### src/rtl/uop_seq_pkg.sv
package uop_seq_pkg;
  localparam int UOP_W = 16;
  localparam int SLOTS = 6;
  localparam int LANES = 3;
  localparam int PTR_W = $clog2(SLOTS + 1);
  localparam logic [UOP_W-1:0] ROM_BASE = 16'hC000;

  typedef struct packed {
    logic             valid;
    logic             tag;
    logic [UOP_W-1:0] uop;
  } slot_t;

  typedef enum logic [1:0] {S_IDLE, S_TRACE, S_ROM, S_BUILD} seq_state_e;
  typedef enum logic [1:0] {STOP_MORE, STOP_TAG, STOP_END} stop_e;

  // micro-op held by ROM entry at address a
  function automatic logic [UOP_W-1:0] rom_uop(input logic [UOP_W-1:0] a);
    return ROM_BASE | a;
  endfunction

  // a sequence ends on every address whose low two bits are both set
  function automatic logic rom_last(input logic [1:0] a_low);
    return a_low == 2'b11;
  endfunction
endpackage

### src/rtl/uop_trace_store.sv
module uop_trace_store
  import uop_seq_pkg::*;
#(
  parameter int LINES = 4,
  localparam int LINE_W = $clog2(LINES)
) (
  input  logic              clk,
  input  logic              rst_n,
  input  logic              we,
  input  logic [LINE_W-1:0] wline,
  input  slot_t             wdata [SLOTS],
  input  logic [LINE_W-1:0] rline,
  output slot_t             rdata [SLOTS],
  output logic [LINES-1:0]  present
);
  slot_t mem [LINES][SLOTS];

  always_ff @(posedge clk or negedge rst_n) begin
    if (!rst_n) begin
      present <= '0;
      for (int l = 0; l < LINES; l++)
        for (int s = 0; s < SLOTS; s++) mem[l][s] <= '0;
    end else if (we) begin
      present[wline] <= 1'b1;
      for (int s = 0; s < SLOTS; s++) mem[wline][s] <= wdata[s];
    end
  end

  for (genvar s = 0; s < SLOTS; s++) begin : g_rd
    assign rdata[s] = mem[rline][s];
  end

  // a written line is present from the next cycle on
  a_r3_present_after_write: assert property (@(posedge clk) disable iff (!rst_n)
    we |=> present[$past(wline)]);
endmodule

### src/rtl/uop_group_pick.sv
module uop_group_pick
  import uop_seq_pkg::*;
#(
  parameter int AW = 5
) (
  input  slot_t                    line [SLOTS],
  input  logic [PTR_W-1:0]         ptr,
  output logic [LANES-1:0]         lane_v,
  output logic [LANES*UOP_W-1:0]   lane_uop,
  output stop_e                    kind,
  output logic [AW-1:0]            tag_addr,
  output logic [PTR_W-1:0]         ptr_next
);
  slot_t            win [LANES+1];
  logic             halted;
  logic [PTR_W-1:0] n;

  // window of the next LANES+1 slots; past the line end reads as invalid
  always_comb begin
    for (int i = 0; i <= LANES; i++) begin
      win[i] = '0;
      for (int j = 0; j < SLOTS; j++)
        if (int'(ptr) + i == j) win[i] = line[j];
    end
  end

  always_comb begin
    halted   = 1'b0;
    kind     = STOP_MORE;
    tag_addr = '0;
    lane_v   = '0;
    lane_uop = '0;
    n        = '0;
    for (int i = 0; i < LANES; i++) begin
      if (!halted) begin
        if (!win[i].valid) begin
          halted = 1'b1;
          kind   = STOP_END;
        end else if (win[i].tag) begin
          halted   = 1'b1;
          kind     = STOP_TAG;
          tag_addr = win[i].uop[AW-1:0];
        end else begin
          lane_v[i] = 1'b1;
          lane_uop[i*UOP_W +: UOP_W] = win[i].uop;
          n = n + PTR_W'(1);
        end
      end
    end
    // lookahead: a full group may still end the line or meet a tag
    if (!halted) begin
      if (!win[LANES].valid) kind = STOP_END;
      else if (win[LANES].tag) begin
        kind     = STOP_TAG;
        tag_addr = win[LANES].uop[AW-1:0];
      end
    end
  end

  assign ptr_next = ptr + n + ((kind == STOP_TAG) ? PTR_W'(1) : PTR_W'(0));
endmodule

### src/rtl/uop_ucode_rom.sv
module uop_ucode_rom
  import uop_seq_pkg::*;
#(
  parameter int AW = 5
) (
  input  logic [AW-1:0]          pc,
  output logic [LANES-1:0]       lane_v,
  output logic [LANES*UOP_W-1:0] lane_uop,
  output logic                   seq_end,
  output logic [AW-1:0]          pc_next
);
  logic          stop;
  logic [AW-1:0] a;

  always_comb begin
    stop     = 1'b0;
    lane_v   = '0;
    lane_uop = '0;
    a        = pc;
    for (int i = 0; i < LANES; i++) begin
      a = pc + AW'(i);
      if (!stop) begin
        lane_v[i] = 1'b1;
        lane_uop[i*UOP_W +: UOP_W] = rom_uop(UOP_W'(a));
        if (rom_last(a[1:0])) stop = 1'b1;
      end
    end
    seq_end = stop;
  end

  assign pc_next = pc + AW'(LANES);
endmodule

### src/rtl/uop_stream_seq.sv
module uop_stream_seq
  import uop_seq_pkg::*;
#(
  parameter int LINES  = 4,
  parameter int ROM_AW = 5,
  localparam int LINE_W = $clog2(LINES)
) (
  input  logic                   clk,
  input  logic                   rst_n,
  input  logic                   fetch_valid,
  input  logic [LINE_W-1:0]      fetch_line,
  output logic                   fetch_ready,
  input  logic                   bld_valid,
  input  logic [UOP_W-1:0]       bld_uop,
  input  logic                   bld_tag,
  input  logic                   bld_last,
  output logic                   bld_ready,
  output logic [LANES-1:0]       out_valid,
  output logic [LANES*UOP_W-1:0] out_uop,
  input  logic                   out_ready
);
  seq_state_e        state;
  logic [LINE_W-1:0] cur_line;
  logic [PTR_W-1:0]  ptr;
  logic [PTR_W-1:0]  fill;
  logic [ROM_AW-1:0] rom_pc;
  slot_t             bbuf [SLOTS];

  slot_t                  rd_line [SLOTS];
  slot_t                  wr_line [SLOTS];
  logic [LINES-1:0]       present;
  logic                   store_we;
  slot_t                  new_slot;

  logic [LANES-1:0]       tr_v;
  logic [LANES*UOP_W-1:0] tr_uop;
  stop_e                  tr_kind;
  logic [ROM_AW-1:0]      tr_tag;
  logic [PTR_W-1:0]       tr_ptr_next;

  logic [LANES-1:0]       rm_v;
  logic [LANES*UOP_W-1:0] rm_uop;
  logic                   rm_end;
  logic [ROM_AW-1:0]      rm_pc_next;

  // named events for the assertions
  logic tag_jump, rom_exit, line_end;

  uop_trace_store #(.LINES(LINES)) u_store (
    .clk(clk), .rst_n(rst_n), .we(store_we), .wline(cur_line), .wdata(wr_line),
    .rline(cur_line), .rdata(rd_line), .present(present)
  );

  uop_group_pick #(.AW(ROM_AW)) u_pick (
    .line(rd_line), .ptr(ptr), .lane_v(tr_v), .lane_uop(tr_uop),
    .kind(tr_kind), .tag_addr(tr_tag), .ptr_next(tr_ptr_next)
  );

  uop_ucode_rom #(.AW(ROM_AW)) u_rom (
    .pc(rom_pc), .lane_v(rm_v), .lane_uop(rm_uop), .seq_end(rm_end), .pc_next(rm_pc_next)
  );

  assign fetch_ready = (state == S_IDLE);
  assign bld_ready   = (state == S_BUILD);

  always_comb begin
    out_valid = '0;
    out_uop   = '0;
    if (state == S_TRACE) begin
      out_valid = tr_v;
      out_uop   = tr_uop;
    end else if (state == S_ROM) begin
      out_valid = rm_v;
      out_uop   = rm_uop;
    end
  end

  assign tag_jump = (state == S_TRACE) && out_ready && (tr_kind == STOP_TAG);
  assign rom_exit = (state == S_ROM) && out_ready && rm_end;
  assign line_end = ((state == S_TRACE) && out_ready && (tr_kind == STOP_END)) ||
                    (rom_exit && (ptr >= PTR_W'(SLOTS)));

  // build path: merge the incoming slot into the line being assembled
  assign new_slot = '{valid: 1'b1, tag: bld_tag, uop: bld_uop};
  assign store_we = (state == S_BUILD) && bld_valid &&
                    (bld_last || (fill == PTR_W'(SLOTS - 1)));

  always_comb begin
    for (int j = 0; j < SLOTS; j++)
      wr_line[j] = (PTR_W'(j) == fill) ? new_slot : bbuf[j];
  end

  always_ff @(posedge clk or negedge rst_n) begin
    if (!rst_n) begin
      state    <= S_IDLE;
      cur_line <= '0;
      ptr      <= '0;
      fill     <= '0;
      rom_pc   <= '0;
      for (int j = 0; j < SLOTS; j++) bbuf[j] <= '0;
    end else begin
      case (state)
        S_IDLE: if (fetch_valid) begin
          cur_line <= fetch_line;
          ptr      <= '0;
          fill     <= '0;
          for (int j = 0; j < SLOTS; j++) bbuf[j] <= '0;
          state    <= present[fetch_line] ? S_TRACE : S_BUILD;
        end
        S_TRACE: if (out_ready) begin
          case (tr_kind)
            STOP_TAG: begin
              ptr    <= tr_ptr_next;
              rom_pc <= tr_tag;
              state  <= S_ROM;
            end
            STOP_END: state <= S_IDLE;
            default:  ptr <= tr_ptr_next;
          endcase
        end
        S_ROM: if (out_ready) begin
          if (rm_end) state <= (ptr >= PTR_W'(SLOTS)) ? S_IDLE : S_TRACE;
          else        rom_pc <= rm_pc_next;
        end
        S_BUILD: if (bld_valid) begin
          for (int j = 0; j < SLOTS; j++)
            if (PTR_W'(j) == fill) bbuf[j] <= new_slot;
          fill <= fill + PTR_W'(1);
          if (store_we) state <= S_IDLE;
        end
        default: state <= S_IDLE;
      endcase
    end
  end

  // lanes are packed from lane 0
  a_r4_packed_lanes: assert property (@(posedge clk) disable iff (!rst_n)
    (out_valid & (out_valid + LANES'(1))) == '0);
  // reaching a tag hands over to the ROM, which emits in the next cycle
  a_r6_tag_to_rom: assert property (@(posedge clk) disable iff (!rst_n)
    tag_jump |=> (state == S_ROM) && (out_valid != '0));
  // the end of a ROM sequence leaves ROM mode
  a_r7_rom_return: assert property (@(posedge clk) disable iff (!rst_n)
    rom_exit |=> (state != S_ROM));
  // a stalled group holds still
  a_r9_stall_hold: assert property (@(posedge clk) disable iff (!rst_n)
    (!out_ready && (out_valid != '0)) |=> $stable(out_valid) && $stable(out_uop));
  // the end of a line returns to idle
  a_r11_end_idle: assert property (@(posedge clk) disable iff (!rst_n)
    line_end |=> fetch_ready);
  // a store write closes build mode
  a_r3_close_build: assert property (@(posedge clk) disable iff (!rst_n)
    store_we |=> fetch_ready && !bld_ready);
endmodule

### config.mk
export PLATFORM = sky130hd
export DESIGN_NAME = uop_stream_seq
export DESIGN_NICKNAME = d
export VERILOG_FILES = /design/src/rtl/uop_seq_pkg.sv /design/src/rtl/uop_trace_store.sv /design/src/rtl/uop_group_pick.sv /design/src/rtl/uop_ucode_rom.sv /design/src/rtl/uop_stream_seq.sv
export SDC_FILE = /design/constraint.sdc
export NUM_CORES = 1
export LEC_CHECK = 0
export CELL_PAD_IN_SITES_DETAIL_PLACEMENT = 1
export CELL_PAD_IN_SITES_GLOBAL_PLACEMENT = 1
export CORE_UTILIZATION = 51
export CTS_BUF_LIST = sky130_fd_sc_hd__clkbuf_4
export DETAILED_ROUTE_END_ITERATION = 10
export PLACE_DENSITY = 0.8
export SETUP_SLACK_MARGIN = 0.2
export SLEW_MARGIN = 20
export SYNTH_ARGS = -nofsm -noshare
export SYNTH_HDL_FRONTEND = slang
export SYNTH_SLANG_ARGS = --single-unit
export TNS_END_PERCENT = 30
### constraint.sdc
create_clock -name clk -period 5.7 [get_ports clk]
set_input_delay 1.14 -clock clk [delete_from_list [all_inputs] [get_ports clk]]
set_output_delay 1.14 -clock clk [all_outputs]
set_load 0.005 [all_outputs]
After elaboration in Yosys (flattened, before gate mapping)
Index checks and enable logic that the tools add are counted.
{ "op_classes": {"n_eq_ne": 44, "add_sub_neg": 11, "muxes": 147, "multipliers": 0, "n_div": 0, "n_lt_le_gt_ge": 6, "n_reduce_logical": 19, "bitwise_logic": 2, "shifts": 0} }
{ "op_table": {"columns": ["cell", "count"], "rows": [
  ["$bwmux 432", 6],
  ["$demux 108 s2", 6],
  ["$mux 18", 31],
  ["$mux 108", 5],
  ["$bmux 108 s2", 1],
  ["$pmux 108 s2", 1],
  ["$eq 32x3->1 const B", 6],
  ["$eq 32x4->1 const B", 6],
  ["$mux 16", 10],
  ["$logic_not 32->1", 4],
  ["$eq 32x2->1 const B", 3],
  ["$mux 48", 2],
  ["$mux 90", 1],
  ["$mux 5", 15],
  ["$mux 72", 1],
  ["$mux 54", 1],
  ["$mux 3", 13],
  ["$mux 36", 1],
  ["$mux 2", 17],
  ["$mux 1", 29],
  ["$ne 2x2->1 const B", 8],
  ["$eq 3x3->1 const B", 5],
  ["$eq 2x2->1 const B", 6],
  ["$pmux 3 s2", 2],
  ["other kinds (34)", 49]
]} }
{ "totals": {"ramBits": 0, "memories": 0, "latchBits": 0, "reg_bits": 559, "output_inout_bits": 53, "mem_bits_ro": 0, "wordCells": 325} }

Logic depth before layout (Yosys ltp)
{ "logic_depth": {"word_depth": 27, "mapped_depth": 19, "depth_no_buf": 16} }

Cells and area by module
From an unflattened synthesis, not the netlist that was laid out.
{ "unflattened": {"hier_cells": 2192, "area_unflattened_um2": 29462.0} }
{ "modules_own_cells": {"columns": ["module", "area_per_inst_um2", "n_inst", "cells_each"], "rows": [
  ["uop_trace_store", 18838.1, 1, 1056],
  ["uop_stream_seq", 6463.7, 1, 517],
  ["uop_group_pick", 3614.7, 1, 545],
  ["uop_ucode_rom", 545.5, 1, 74]
]} }

Least setup slack after synthesis
No wires, ideal clock.
{ "synth_path": {"kind": "flip-flop to output port", "from": "register ptr[1]", "to": "output out_uop[39]", "stages_incl_launch_ff": 15, "t_required_ns": 4.560, "t_arrival_ns": 3.703, "setup_slack_ns": 0.857, "n_path_buf": 5, "cell_sequence": "dfrtp_1 -> buf_6 -> buf_4 -> inv_2 -> buf_1 -> buf_1 -> ha_1 -> inv_1 -> nor2_1 -> a22o_1 -> a21o_1 -> nor3b_2 -> nand3_1 -> clkbuf_1 -> nor3_1"} }
{ "synth_between": {"elab_chain_cells": 13, "word_cells_on_any_way": 47, "classes_between": "2 x add/sub; 15 x eq/ne; 27 x mux; 3 x reduce/logical"} }
{ "synth_lines": {"columns": ["item", "line_no", "rtl"], "rows": [
  ["start: declaration", "uop_stream_seq.sv:24", "logic [PTR_W-1:0] ptr;"],
  ["start signal: assignment", "uop_stream_seq.sv:113", "ptr <= tr_ptr_next;"],
  ["start signal: assignment", "uop_stream_seq.sv:118", "default: ptr <= tr_ptr_next;"],
  ["$add 3x1->4", "uop_group_pick.sv:23", "if (int'(ptr) + i == j) win[i] = line[j];"],
  ["$logic_not 32->1", "uop_group_pick.sv:23", null],
  ["$mux 18 (6 in a row)", "uop_group_pick.sv:23", null],
  ["$mux 1", "uop_group_pick.sv:39", "end else if (win[i].tag) begin"],
  ["$mux 1", "uop_group_pick.sv:36", "if (!win[i].valid) begin"],
  ["$mux 1", "uop_group_pick.sv:35", "if (!halted) begin"],
  ["$mux 16 *", "uop_group_pick.sv:35", null],
  ["$mux 48 *", "uop_stream_seq.sv:69", "if (state == S_TRACE) begin"],
  ["end: declaration", "uop_stream_seq.sv:19", "output logic [LANES*UOP_W-1:0] out_uop,"]
]} }
Every way passes the cells marked *; elsewhere a longest branch is shown, timed or not.

Final worst setup path
{ "layout_path": {"from": "register ptr[0]", "to": "output out_uop[19]"} }
{ "layout_between": {"elab_chain_cells": 12, "word_cells_on_any_way": 31, "classes_between": "1 x add/sub; 10 x eq/ne; 18 x mux; 2 x reduce/logical"} }
{ "layout_lines": {"columns": ["item", "line_no"], "rows": [
  ["$add 3x1->4", "uop_group_pick.sv:23"],
  ["$logic_not 32->1", "uop_group_pick.sv:23"],
  ["$mux 18 (6 in a row)", "uop_group_pick.sv:23"],
  ["$mux 16", "uop_group_pick.sv:39"],
  ["$mux 16", "uop_group_pick.sv:36"],
  ["$mux 16 *", "uop_group_pick.sv:35"],
  ["$mux 48 *", "uop_stream_seq.sv:69"]
]} }
Marks and branches as above.

==> impl_metrics.py <==
metrics = {
    "cts": {
        "h-tree-depth": 4,
        "clkSinkCount": 559,
        "cts-root-buf": "clkbuf_4",
        "cts_buffers": 154,
        "clk_pin_slew_ns": 0.07,
        "tritoncts": "yes",
        "clock_latency_ns": 1.08,
        "cts.hold.buffers_added": 0,
        "cts_buffer_depth": 3,
    },
    "grt": {
        "grt-ovfl-total": 0,
        "grt_use_total_pct": 36.37,
        "antenna_found_initial": 6,
        "grt_pass1_vias": 24270,
        "grt_max_degree": 145,
        "grt_pass1_wl_um": 146300,
    },
    "layout": {
        "area_growth_pct": 14.28,
        "fin_nets": 2786,
        "multiInputGateArea_mm2": 0.01249,
        "final_common_cell": "dfrtp_1",
        "regArea_mm2": 0.01400,
        "mostFrequentLayoutCells": "555 x dfrtp_1, 396 x nor2_1, 354 x a21oi_1",
        "layout-drive-gt1-share_pct": 18.67,
        "fillers": 5681,
    },
    "yosys": {
        "synth_top_area_share_pct": 51.53,
        "ys_seq_area_share_pct": 51.53,
        "syn_avg_cell_area_um2": 10.33,
        "yosys.area.top_type": "dfrtp_1",
        "synth_area_leaders": "dfrtp_1 52%, mux4_2 10%, a21oi_1 6.6%, nor2_1 5.5%, o21ai_0 4.6%",
        "async_reset_ff_share_pct": 100.0,
        "synth_nets": 2673,
        "syn_inst": 2629,
        "syn_area_mm2": 0.02715,
        "dominantRegCellSynth": "dfrtp_1",
        "yosysWarnings": 0,
        "synth-edff-count": 0,
        "ys_seq_elements": 559,
        "ys_types": 84,
    },
    "setup_path": {
        "crit_slowest_cell": "and2_1",
        "cp.arrival_ns": 4.43,
        "cp-start-kind": "flip-flop",
        "crit_path_end_kind": "output port",
        "worstPathMaxFanout": 55,
        "critPathKind": "reg -> out",
        "worstReg2RegEnd": "ptr[2]",
        "reg2reg_setup_slack_ns": 1.07,
        "r2r_cells": 16,
        "path_buf_inv": 3,
        "timing.rr.start": "ptr[1]",
        "crit_chain": "buf_12 > nor2_1 > and2_1 > buf_4 > nand2_1 > a31o_2 > o22ai_1 > clkdlybuf4s50_1",
        "cpPeakStageDelay_ns": 0.87,
        "critPathTopFamily": "simple AND/OR/NAND/NOR gates",
        "cp.required_ns": 4.56,
    },
    "placement": {
        "place_ws_ns": 0.5751,
        "hpwl_um": 58790,
        "gp_congestion": 0.9821,
        "io_buffers": 77,
    },
    "power_and_ir_drop": {
        "vdd_drop_max_v": 0.0002793,
        "p_total_w": 0.01759,
        "leakagePower_nw": 13.70,
        "power_density_mw_per_mm2": 567.0,
    },
    "drt": {
        "drt-vias-per-instance": 6.454,
        "ant_nets": 0,
        "drtPass1Iterations": 6,
        "drc": 0,
        "finalWirelength_um": 95790,
        "drt_first_iter_violations": 1961,
        "vias": 22850,
        "wl_per_cell_um": 27.05,
    },
    "sta": {
        "worst_clock_skew_ns": 0.07751,
        "worstMarginPinSlew_ns": 1.009,
        "setup_tns_ns": 0,
        "setup_viol": 0,
        "hold_viol": 0,
        "fin_ws_ns": 0.1298,
        "relSlewSlack_pct": 32.72,
        "slew_viol_final": 0,
        "max_freq_mhz": 179.5,
        "finalCritPeriodShare_pct": 97.72,
        "fin_crit_ns": 5.570,
        "rsz0062_at_grt": "yes",
    },
    "floorplan": {
        "coreArea_mm2": 0.05255,
        "dieArea_mm2": 0.05415,
        "rows": 84,
        "start_util_pct": 51.66,
        "io_pins": 78,
        "die_y_um": 232.7,
        "chipWidth_um": 232.7,
    },
    "worst_hold_path": {
        "hp-class": "in -> async",
    },
    "status": {
        "status": "completed",
    },
    "flow_run": {
        "maxCapViolCount": 0,
    },
}
-- worst reg2reg max path: stages (launching register included) --
cell	delay (ns)
dfrtp_2	0.39
buf_8	0.26
inv_2	0.08
buf_4	0.32
ha_1	0.32
or3b_1	0.46
o32a_1	0.31
o21ai_0	0.12
nor3_2	0.11
a2111oi_0	0.64
or3_4	0.27
fa_1	0.16
inv_1	0.05
fa_1	0.39
xor2_1	0.18
or3_1	0.32
a21oi_1	0.16
-- area by class of cell --
class	instances	share of cell area, %
clock buffers	224	5.421
diodes	4	0.03227
clock inverters	39	0.6816
flip-flops and latches	559	45.12
inverters	15	0.1936
repair buffers	164	5.526
multi-input cells	1848	40.25
well taps	688	2.775
-- state kept, by name (all words and copies together), names as in the netlist --
signal	cells
state	2
ptr	3
fill	3
bbuf	108
u_store.present	4
u_store.mem	432
cur_line	2
rom_pc	5
-- how the worst max path moves through the flow --
stage / slack (ns) / depth (start not counted) / end / start
finish: 0.13 / 8 / out_uop[19] / ptr[0]
global route: -0.02 / 12 / out_uop[18] / ptr[1]
CTS: 0.01 / 6 / out_uop[32] / cur_line[1]
detailed placement: 0.58 / 9 / out_uop[26] / cur_line[0]
global placement: 0.63 / 9 / out_uop[26] / cur_line[0]
floorplan: 0.86 / 14 / out_uop[39] / ptr[1]
-- synthesized netlist by cell type (all sizes together) (6+ instances only) --
cell    count
nand3       7
a31oi      24
nor2b       9
mux2        7
a21oi     360
o21ai     249
o22ai      13
a22oi      54
inv        15
ha         17
mux4      124
and2        9
mux2i     127
clkbuf    148
o31ai       6
a221oi     32
buf        59
or2        10
dfrtp     559
nand2b      6
nor2      400
a22o        7
nand2     277
nor3       29
-- what timing repair did --
| item | 4_1_cts | 5_1_grt |
|---|---|---|
| gates cloned | 1 | 1 |
| setup buffers | 12 | 8 |
| endpoints found under the setup margin | 51 | 41 |
| gates resized for setup | 42 | 31 |
| pin swaps | 3 | 6 |
-- routing by layer --
metal  track usage (%)  vias up  routed length (µm)
li1                  -     9730                   -
met1             47.04    11870               38900
met2             57.26      999               45250
met3             8.873      255                7439
met4             18.16        0                4198
met5                 0        -                   0
-- cells by family (layout without fill, tap and decap cells) --
logic type / count (synthesis) / in the layout / synth area share (%)
AND/OR/NAND/NOR: 776 / 776 / 11.82
other: 0 / 4 / 0
AO/OA/AOI/OAI: 790 / 790 / 16.59
multiplexers: 258 / 258 / 15.39
flip-flops: 559 / 559 / 51.53
buffers and inverters: 222 / 442 / 3.577
XOR/XNOR: 5 / 5 / 0.1613
adder cells (fa/ha/maj): 19 / 19 / 0.9310
-- power breakdown --
part	leakage [nW]	internal [W]	switching (W)
sequential	7.30	0.00526	0.000818
clock	1.13	0.00185	0.00175
combinational	5.27	0.00313	0.00479
total	13.7	0.0102	0.00735
-- per-stage QoR --
stage	hold WS, ns	instances	cell area (µm²)	utilization [%]
after floorplan	0.4289	2629	27150	-
after global placement	0.4475	3252	28600	54.43
after global routing	0.1755	3541	31020	59.03
after CTS	0.1273	3528	30780	58.58
final	0.1618	3541	31020	59.03
after detailed placement	0.4503	3252	28600	54.43
Power figures use the tool's default switching activity.
